### src/rtl/pwb_pkg.sv
package pwb_pkg;
  localparam int LANES = 4;
  localparam int DW    = 8 * LANES;

  typedef struct packed {
    logic [LANES-1:0] be;
    logic [DW-1:0]    data;
  } wb_word_t;

  // Replace the lanes of base selected by sel with the lanes of top.
  function automatic logic [DW-1:0] lane_overlay(logic [DW-1:0] base,
                                                 logic [DW-1:0] top,
                                                 logic [LANES-1:0] sel);
    logic [DW-1:0] r;
    r = base;
    for (int k = 0; k < LANES; k++)
      if (sel[k]) r[8*k +: 8] = top[8*k +: 8];
    return r;
  endfunction

  // Fold a newer partial write into an older posted word.
  function automatic wb_word_t word_fold(wb_word_t old_w, wb_word_t new_w);
    wb_word_t r;
    r.data = lane_overlay(old_w.data, new_w.data, new_w.be);
    r.be   = old_w.be | new_w.be;
    return r;
  endfunction
endpackage

### src/rtl/pwb_store.sv
module pwb_store
  import pwb_pkg::*;
#(
  parameter int DEPTH = 4,
  parameter int AW    = 16,
  localparam int PW   = (DEPTH > 1) ? $clog2(DEPTH) : 1,
  localparam int CW   = $clog2(DEPTH + 1)
) (
  input  logic          clk,
  input  logic          rst_n,
  input  logic [AW-1:0] look_addr,
  input  logic          do_push,
  input  logic          do_fold,
  input  logic          do_pop,
  input  wb_word_t      in_word,
  output logic          hit,
  output logic          hit_head,
  output wb_word_t      hit_word,
  output logic [AW-1:0] head_addr,
  output wb_word_t      head_word,
  output logic [CW-1:0] count
);
  logic [DEPTH-1:0] vld_q;
  logic [AW-1:0]    addr_q [DEPTH];
  wb_word_t         word_q [DEPTH];
  logic [PW-1:0]    head_q, tail_q;
  logic [DEPTH-1:0] match;

  function automatic logic [PW-1:0] ptr_next(logic [PW-1:0] p);
    return (p == PW'(DEPTH - 1)) ? '0 : p + 1'b1;
  endfunction

  for (genvar i = 0; i < DEPTH; i++) begin : g_match
    assign match[i] = vld_q[i] && (addr_q[i] == look_addr);
  end

  always_comb begin
    hit_word = '0;
    for (int i = 0; i < DEPTH; i++)
      if (match[i]) hit_word = word_q[i];
  end

  assign hit       = |match;
  assign hit_head  = match[head_q];
  assign head_addr = addr_q[head_q];
  assign head_word = word_q[head_q];

  always_ff @(posedge clk or negedge rst_n) begin
    if (!rst_n) begin
      vld_q  <= '0;
      head_q <= '0;
      tail_q <= '0;
      count  <= '0;
    end else begin
      if (do_pop) begin
        vld_q[head_q] <= 1'b0;
        head_q        <= ptr_next(head_q);
      end
      if (do_push) begin
        vld_q[tail_q] <= 1'b1;
        tail_q        <= ptr_next(tail_q);
      end
      case ({do_push, do_pop})
        2'b10:   count <= count + 1'b1;
        2'b01:   count <= count - 1'b1;
        default: ;
      endcase
    end
  end

  always_ff @(posedge clk) begin
    if (do_push) begin
      addr_q[tail_q] <= look_addr;
      word_q[tail_q] <= in_word;
    end
    for (int i = 0; i < DEPTH; i++)
      if (do_fold && match[i]) word_q[i] <= word_fold(word_q[i], in_word);
  end
endmodule

### src/rtl/pwb_flush_ctl.sv
module pwb_flush_ctl (
  input  logic clk,
  input  logic rst_n,
  input  logic wb_en,
  input  logic flush_set,
  input  logic buf_empty,
  output logic flush_bit,
  output logic flush_busy
);
  always_ff @(posedge clk or negedge rst_n) begin
    if (!rst_n)          flush_bit <= 1'b0;
    else if (flush_set)  flush_bit <= 1'b1;
    else if (buf_empty)  flush_bit <= 1'b0;
  end

  assign flush_busy = (flush_bit || !wb_en) && !buf_empty;
endmodule

### src/rtl/pwb_route.sv
module pwb_route
  import pwb_pkg::*;
#(
  parameter int AW = 16
) (
  input  logic             wb_en,
  input  logic             busy,
  input  logic             empty,
  input  logic             full,
  input  logic             m_req,
  input  logic             m_we,
  input  logic [AW-1:0]    m_addr,
  input  logic [DW-1:0]    m_wdata,
  input  logic [LANES-1:0] m_be,
  input  logic             hit,
  input  logic             hit_head,
  input  wb_word_t         hit_word,
  input  logic [AW-1:0]    head_addr,
  input  wb_word_t         head_word,
  input  logic             mem_gnt,
  input  logic [DW-1:0]    mem_rdata,
  output logic             m_ack,
  output logic [DW-1:0]    m_rdata,
  output logic             mem_req,
  output logic             mem_we,
  output logic [AW-1:0]    mem_addr,
  output logic [DW-1:0]    mem_wdata,
  output logic [LANES-1:0] mem_be,
  output logic             ev_rd_go,
  output logic             ev_pass,
  output logic             ev_push,
  output logic             ev_fold,
  output logic             ev_drain,
  output logic             ev_pop
);
  logic wr_buf, buf_ok;

  assign ev_rd_go = m_req && !m_we && !busy;
  assign ev_pass  = m_req && m_we && !wb_en && empty;
  assign wr_buf   = m_req && m_we && wb_en && !busy;
  assign buf_ok   = wr_buf && (hit ? !hit_head : !full);
  assign ev_push  = buf_ok && !hit;
  assign ev_fold  = buf_ok && hit;
  assign ev_drain = !empty && !ev_rd_go;
  assign ev_pop   = ev_drain && mem_gnt;

  assign mem_req   = ev_rd_go || ev_pass || ev_drain;
  assign mem_we    = !ev_rd_go;
  assign mem_addr  = (ev_rd_go || ev_pass) ? m_addr : head_addr;
  assign mem_wdata = ev_pass ? m_wdata : head_word.data;
  assign mem_be    = ev_pass ? m_be : head_word.be;

  assign m_ack   = ((ev_rd_go || ev_pass) && mem_gnt) || buf_ok;
  assign m_rdata = lane_overlay(mem_rdata, hit_word.data, hit_word.be);
endmodule

### src/rtl/pwb_top.sv
module pwb_top
  import pwb_pkg::*;
#(
  parameter int DEPTH = 4,
  parameter int AW    = 16,
  localparam int CW   = $clog2(DEPTH + 1)
) (
  input  logic             clk,
  input  logic             rst_n,
  input  logic             wb_en,
  input  logic             flush_set,
  output logic             flush_bit,
  output logic             flush_busy,
  input  logic             m_req,
  input  logic             m_we,
  input  logic [AW-1:0]    m_addr,
  input  logic [DW-1:0]    m_wdata,
  input  logic [LANES-1:0] m_be,
  output logic             m_ack,
  output logic [DW-1:0]    m_rdata,
  output logic             mem_req,
  output logic             mem_we,
  output logic [AW-1:0]    mem_addr,
  output logic [DW-1:0]    mem_wdata,
  output logic [LANES-1:0] mem_be,
  input  logic             mem_gnt,
  input  logic [DW-1:0]    mem_rdata
);
  logic          hit, hit_head, empty, full;
  wb_word_t      hit_word, head_word, in_word;
  logic [AW-1:0] head_addr;
  logic [CW-1:0] count;
  logic          ev_rd_go, ev_pass, ev_push, ev_fold, ev_drain, ev_pop;

  assign empty   = (count == '0);
  assign full    = (count == CW'(DEPTH));
  assign in_word = '{be: m_be, data: m_wdata};

  pwb_store #(.DEPTH(DEPTH), .AW(AW)) store_i (
    .clk(clk), .rst_n(rst_n), .look_addr(m_addr),
    .do_push(ev_push), .do_fold(ev_fold), .do_pop(ev_pop), .in_word(in_word),
    .hit(hit), .hit_head(hit_head), .hit_word(hit_word),
    .head_addr(head_addr), .head_word(head_word), .count(count)
  );

  pwb_flush_ctl flush_i (
    .clk(clk), .rst_n(rst_n), .wb_en(wb_en), .flush_set(flush_set),
    .buf_empty(empty), .flush_bit(flush_bit), .flush_busy(flush_busy)
  );

  pwb_route #(.AW(AW)) route_i (
    .wb_en(wb_en), .busy(flush_busy), .empty(empty), .full(full),
    .m_req(m_req), .m_we(m_we), .m_addr(m_addr), .m_wdata(m_wdata), .m_be(m_be),
    .hit(hit), .hit_head(hit_head), .hit_word(hit_word),
    .head_addr(head_addr), .head_word(head_word),
    .mem_gnt(mem_gnt), .mem_rdata(mem_rdata),
    .m_ack(m_ack), .m_rdata(m_rdata),
    .mem_req(mem_req), .mem_we(mem_we), .mem_addr(mem_addr),
    .mem_wdata(mem_wdata), .mem_be(mem_be),
    .ev_rd_go(ev_rd_go), .ev_pass(ev_pass), .ev_push(ev_push),
    .ev_fold(ev_fold), .ev_drain(ev_drain), .ev_pop(ev_pop)
  );
endmodule

### config.mk
export PLATFORM = sky130hd
export DESIGN_NAME = pwb_top
export DESIGN_NICKNAME = d
export VERILOG_FILES = /design/src/rtl/pwb_pkg.sv /design/src/rtl/pwb_store.sv /design/src/rtl/pwb_flush_ctl.sv /design/src/rtl/pwb_route.sv /design/src/rtl/pwb_top.sv
export SDC_FILE = /design/constraint.sdc
export NUM_CORES = 1
export LEC_CHECK = 0
export ABC_AREA = 1
export BUFFER_PORTS_ARGS = -buffer_cell sky130_fd_sc_hd__clkbuf_2
export CORE_ASPECT_RATIO = 1.2
export CORE_MARGIN = 2
export CORE_UTILIZATION = 58
export DETAILED_ROUTE_END_ITERATION = 16
export PLACE_DENSITY = 0.81
export SETUP_SLACK_MARGIN = 0.4
export SYNTH_ARGS = -nofsm -noshare
export SYNTH_HDL_FRONTEND = slang
export SYNTH_HIERARCHICAL = 1
export SYNTH_SLANG_ARGS = --single-unit
### constraint.sdc
create_clock -name clk -period 3.7 [get_ports clk]
set_input_delay 0.185 -clock clk [delete_from_list [all_inputs] [get_ports clk]]
set_output_delay 0.185 -clock clk [all_outputs]
set_load 0.01 [all_outputs]
Word-level counts from Yosys, hierarchy flattened. Memories as Yosys holds them, arrays and structs flattened. Index checks and enable logic that the tools add are counted.

Add/sub/neg operators: 4. $lt $le $gt $ge: 4. Equality and inequality tests: 9. Multiplexer cells: 70. Bitwise operators: 7. Reduce and logical (&&, ||, !) cells: 41.

Operators with widths (number): two-way mux 8 bit (36); two-way mux 36 bit (5); equality test 16 bit (4); OR reduction 36 bit (1); two-way mux 32 bit (1); logical AND 1 bit (24); OR 4 bit (5); two-way mux 1 bit (17); two-way mux 16 bit (1); two-way mux 4 bit (3); logical NOT 1 bit (8); equality test 2 bit, second input constant (3); less-than comparator 2 x 3 -> 1 bit, second input constant (2); two-way mux 2 bit (3); case mux 3 bit (2 select lines) (1); adder 2 x 1 -> 2 bit, second input constant (2); bitwise AND 4 bit (1); demux 1 bit (select 2 bit) (2); >= comparator 2 x 1 -> 1 bit, second input constant (2); logical OR 1 bit (4); inverter 4 bit (1); nonzero test 2 bit (2); OR reduction 4 bit (1); adder 3 x 1 -> 3 bit, second input constant (1); 5 further kinds (5).

Bits in registers: 12. RAM bits: 208. Bits of input ports: 91. Output and inout port bits: 89. Memories kept: 2.

Memory list: store_i.word_q (words 4, width 36, read ports 5, clocked after memory_dff 0, wr ports 4, RTL line pwb_store.sv:25) `wb_word_t word_q [DEPTH];`; store_i.addr_q (words 4, width 16, read ports 5, clocked after memory_dff 0, wr ports 1, RTL line pwb_store.sv:24) `logic [AW-1:0] addr_q [DEPTH];`.

Logic depth before layout (Yosys ltp).
Depth in word-level cells: 13. Gate-level depth with buffers: 26.

Cells and area by module. Netlist, hierarchy kept.

By module, submodules not included: pwb_store (instances 1, cells an instance 1332, area an instance 11582.4 um2, seq. area each 6521.3 um2); pwb_route (instances 1, cells an instance 228, area an instance 1191.1 um2, seq. area each 0.0 um2); pwb_flush_ctl (instances 1, cells an instance 8, area an instance 53.8 um2, seq. area each 25.0 um2); pwb_top (instances 1, cells an instance 6, area an instance 22.5 um2, seq. area each 0.0 um2).

Worst setup path before layout. OpenSTA, ideal clock, no wires.

Kind: register -> register. Start: memory store_i.addr_q[1][0]. End: memory store_i/word_q[0][0] (netlist bit) (enable). Library setup time: 375 ps. Arrival time: 2904 ps. Slack: 421 ps. Cell stages (with the launch flop): 18. Buffers on the path: 2. Path through: edfxtp_1 -> nand2_1 -> nand2_1 -> nor2_1 -> nand2_1 -> nor2_1 -> nand3_2 -> buf_2 -> nand3_1 -> inv_1 -> nor2_1 -> o21ai_0 -> nor2_1 -> clkbuf_1 -> nand2_1 -> inv_1 -> nor2_1 -> a21oi_1.

RTL lines (RTL line): from (decl) (pwb_store.sv:24); to (decl) (pwb_store.sv:25).

==> results.yml <==
logic_synthesis:
  syn_area_per_cell_sq_um: 8.17
  synth_nets: 1673
  syn_inst: 1572
  syn_area_sq_um: 12800
  yosys_warnings: 6
sta:
  finalSetupViolCount: 0
  fmax_mhz: 306
  fin_setup_tns_ns: 0
  max_slew_margin_pct: 27.6
  worstMarginPinSlew_ns: 1.09
  rsz0062_at_grt: "yes"
  finalCriticalPeriod_ns: 3.27
  hold_viol: 0
  slew_viol_final: 0
  min_period_over_period_pct: 88.4
  finClkSkew_ns: 0.0103
final_layout:
  area_growth_pct: 17.9
  drive_gt1_share_pct: 19.3
  nets: 1865
detailed_routing:
  viasPerCell: 5.77
  via_count: 11859
  drtIter0Drc: 1186
  drc: 0
  ant_nets: 0
  avgRoutedWirePerCell_um: 18.4
  drtPass1Iterations: 6
  routed_wl_mm: 37.8
floorplan:
  die_height_um: 167
  pin_count: 180
  rows: 59
  die_width_um: 140
  fp.coreArea_sq_um: 21700
  start_util_pct: 59.2
  dieArea_sq_um: 23400
outcome:
  status: "completed"
grt:
  grt-ovfl-total: 0
  antenna_found_initial: 0
  grt_usage_pct: 31.5
  grt_pass1_vias: 11353
  grt_pass1_wl_mm: 58.4
  grt_start_max_net_pins: 101
worst_setup_path:
  critPathTopFamily: "simple AND/OR/NAND/NOR gates"
  critPathMaxStageDelay_ns: 0.47
  crit_chain: "o21ai_0, nor2_1, nand2_1, nor2_4, nand3_4, buf_4, nand2_1, and2_0, nand2_4, mux2_2, clkbuf_2"
  crit_buf_inv: 2
  critPathRequiredTime_ns: 3.51
  cp_max_fo: 34
  critical_path_arrival_ns: 3.09
  start_kind: "flop"
  cp-end-kind: "output pin"
  crit_top_cell: "nand2_1"
  worstSetupPathType: "reg -> out"
  cp_slowest_cell: "buf_4"
power:
  p_total_mw: 8.03
  leakagePower_nw: 6.66
  power_density_nw_per_um2: 530
  irDropWorstVdd_uv: 454
placement:
  io_buffer_count: 179
  gp_congestion: 0.966
  dp_hpwl_mm: 24.4
clocking:
  htreeDepth: 1
  path_clk_slew_ns: 0.06
  clk_path_buf_depth: 3
  cts.sinks: 220
  cts_buffers: 22
  cts_tree: "yes"
  clock_latency_ns: 0.51
  cts_root_buffer: "clkbuf_16"
min_path:
  hold_path.class: "in -> reg"
job:
  maxCapViolations: 0
layout by cell type (no fill, tap or decap), drive strengths merged, types with 10 or more instances in the layout:
| cell type | instances |
|---|---|
| nand2 | 424 |
| nand4 | 38 |
| buf | 35 |
| inv | 134 |
| mux2 | 32 |
| nor2 | 280 |
| a21oi | 106 |
| clkbuf | 213 |
| nand3 | 36 |
| xor2 | 10 |
| edfxtp | 208 |
| dfrtp | 12 |
| dlygate4sd3 | 36 |
| o21ai | 169 |
| xnor2 | 13 |
metal layers:
metal	vias to the layer above	part of all wire [%]	GRT usage (%)
met5	-	0	0
met4	0	4.0	13.9
met3	133	9.1	3.74
met2	709	49	54.1
met1	5443	38	40.2
li1	5574	-	-
final timing paths:
path / start / end / slack [ns] / cells after the start
max in group asynchronous: rst_n / store_i/head_q[0]$_DFFE_PN0P_ / 3.32 / 2
hold reg to reg: store_i/count[2]$_DFFE_PN0P_ / store_i/count[2]$_DFFE_PN0P_ / 0.50 / 1
setup / recovery: store_i/addr_q[3][6]$_DFFE_PP_ / m_rdata[25] / 0.43 / 11
hold / removal: m_addr[15] / store_i/addr_q[0][15]$_DFFE_PP_ / 0.01 / 1
setup reg to reg: store_i/addr_q[2][0]$_DFFE_PP_ / store_i/word_q[0][2]$_DFFE_PP_ / 0.56 / 15
min in group asynchronous: rst_n / flush_i/flush_bit$_DFFE_PN0P_ / 0.10 / 2
through the flow:
step	std cells	utilization (%)	instance area [sq um]	hold WS (ns)	setup WS, ns
after floorplan	1572	-	12800	-0.111	0.421
after global placement	1976	64.1	13900	0.0905	0.284
after detailed placement	1976	64.1	13900	0.100	0.266
after CTS	2052	69.1	15000	0.00442	0.308
after global routing	2054	69.8	15100	0.0185	0.291
final	2055	69.8	15100	0.0111	0.430
cell type report:
class,count,area [sq um]
Clock buffer,33,612
Timing Repair Buffer,251,1590
Multi-Input combinational cell,1133,5460
Sequential cell,220,6550
Fill cell,1683,6560
Inverter,136,514
Tap cell,274,343
Antenna cell,1,2.50
Clock inverter,7,76.3
where the power goes:
group | switching (mW) | internal [mW] | leakage [nW] | total [mW]
Clock | 0.918 | 1.22 | 0.331 | 2.14
Combinational | 1.93 | 1.04 | 4.31 | 2.97
Sequential | 0.0905 | 2.83 | 2.02 | 2.92
worst register-to-register path: stages, from the launching register on:
cell	delay, ns
edfxtp_1	0.41
xnor2_1	0.30
nand3_1	0.14
nor2_2	0.14
nand3_2	0.10
nand2_1	0.14
inv_1	0.07
nand3_1	0.11
inv_1	0.08
nor2_1	0.12
o21ai_2	0.08
nor2_2	0.11
inv_1	0.10
nor2_4	0.23
nor2_1	0.17
a21oi_2	0.48
sequential cells by signal, summed over array words and instances, names as in the netlist:
register           cells
store_i/word_q       144
store_i/tail_q         2
store_i/head_q         2
flush_i/flush_bit      1
store_i/count          3
store_i/addr_q        64
store_i/vld_q          4
what timing repair did:
action,4_1_cts,5_1_grt
resized for setup,12,31
pin swaps,0,1
hold buffers,36,0
gates cloned,0,1
endpoints found under the setup margin,88,168
buffers inserted,0,1
hold endpoints to repair,149,0
Power figures use the tool's default switching activity.
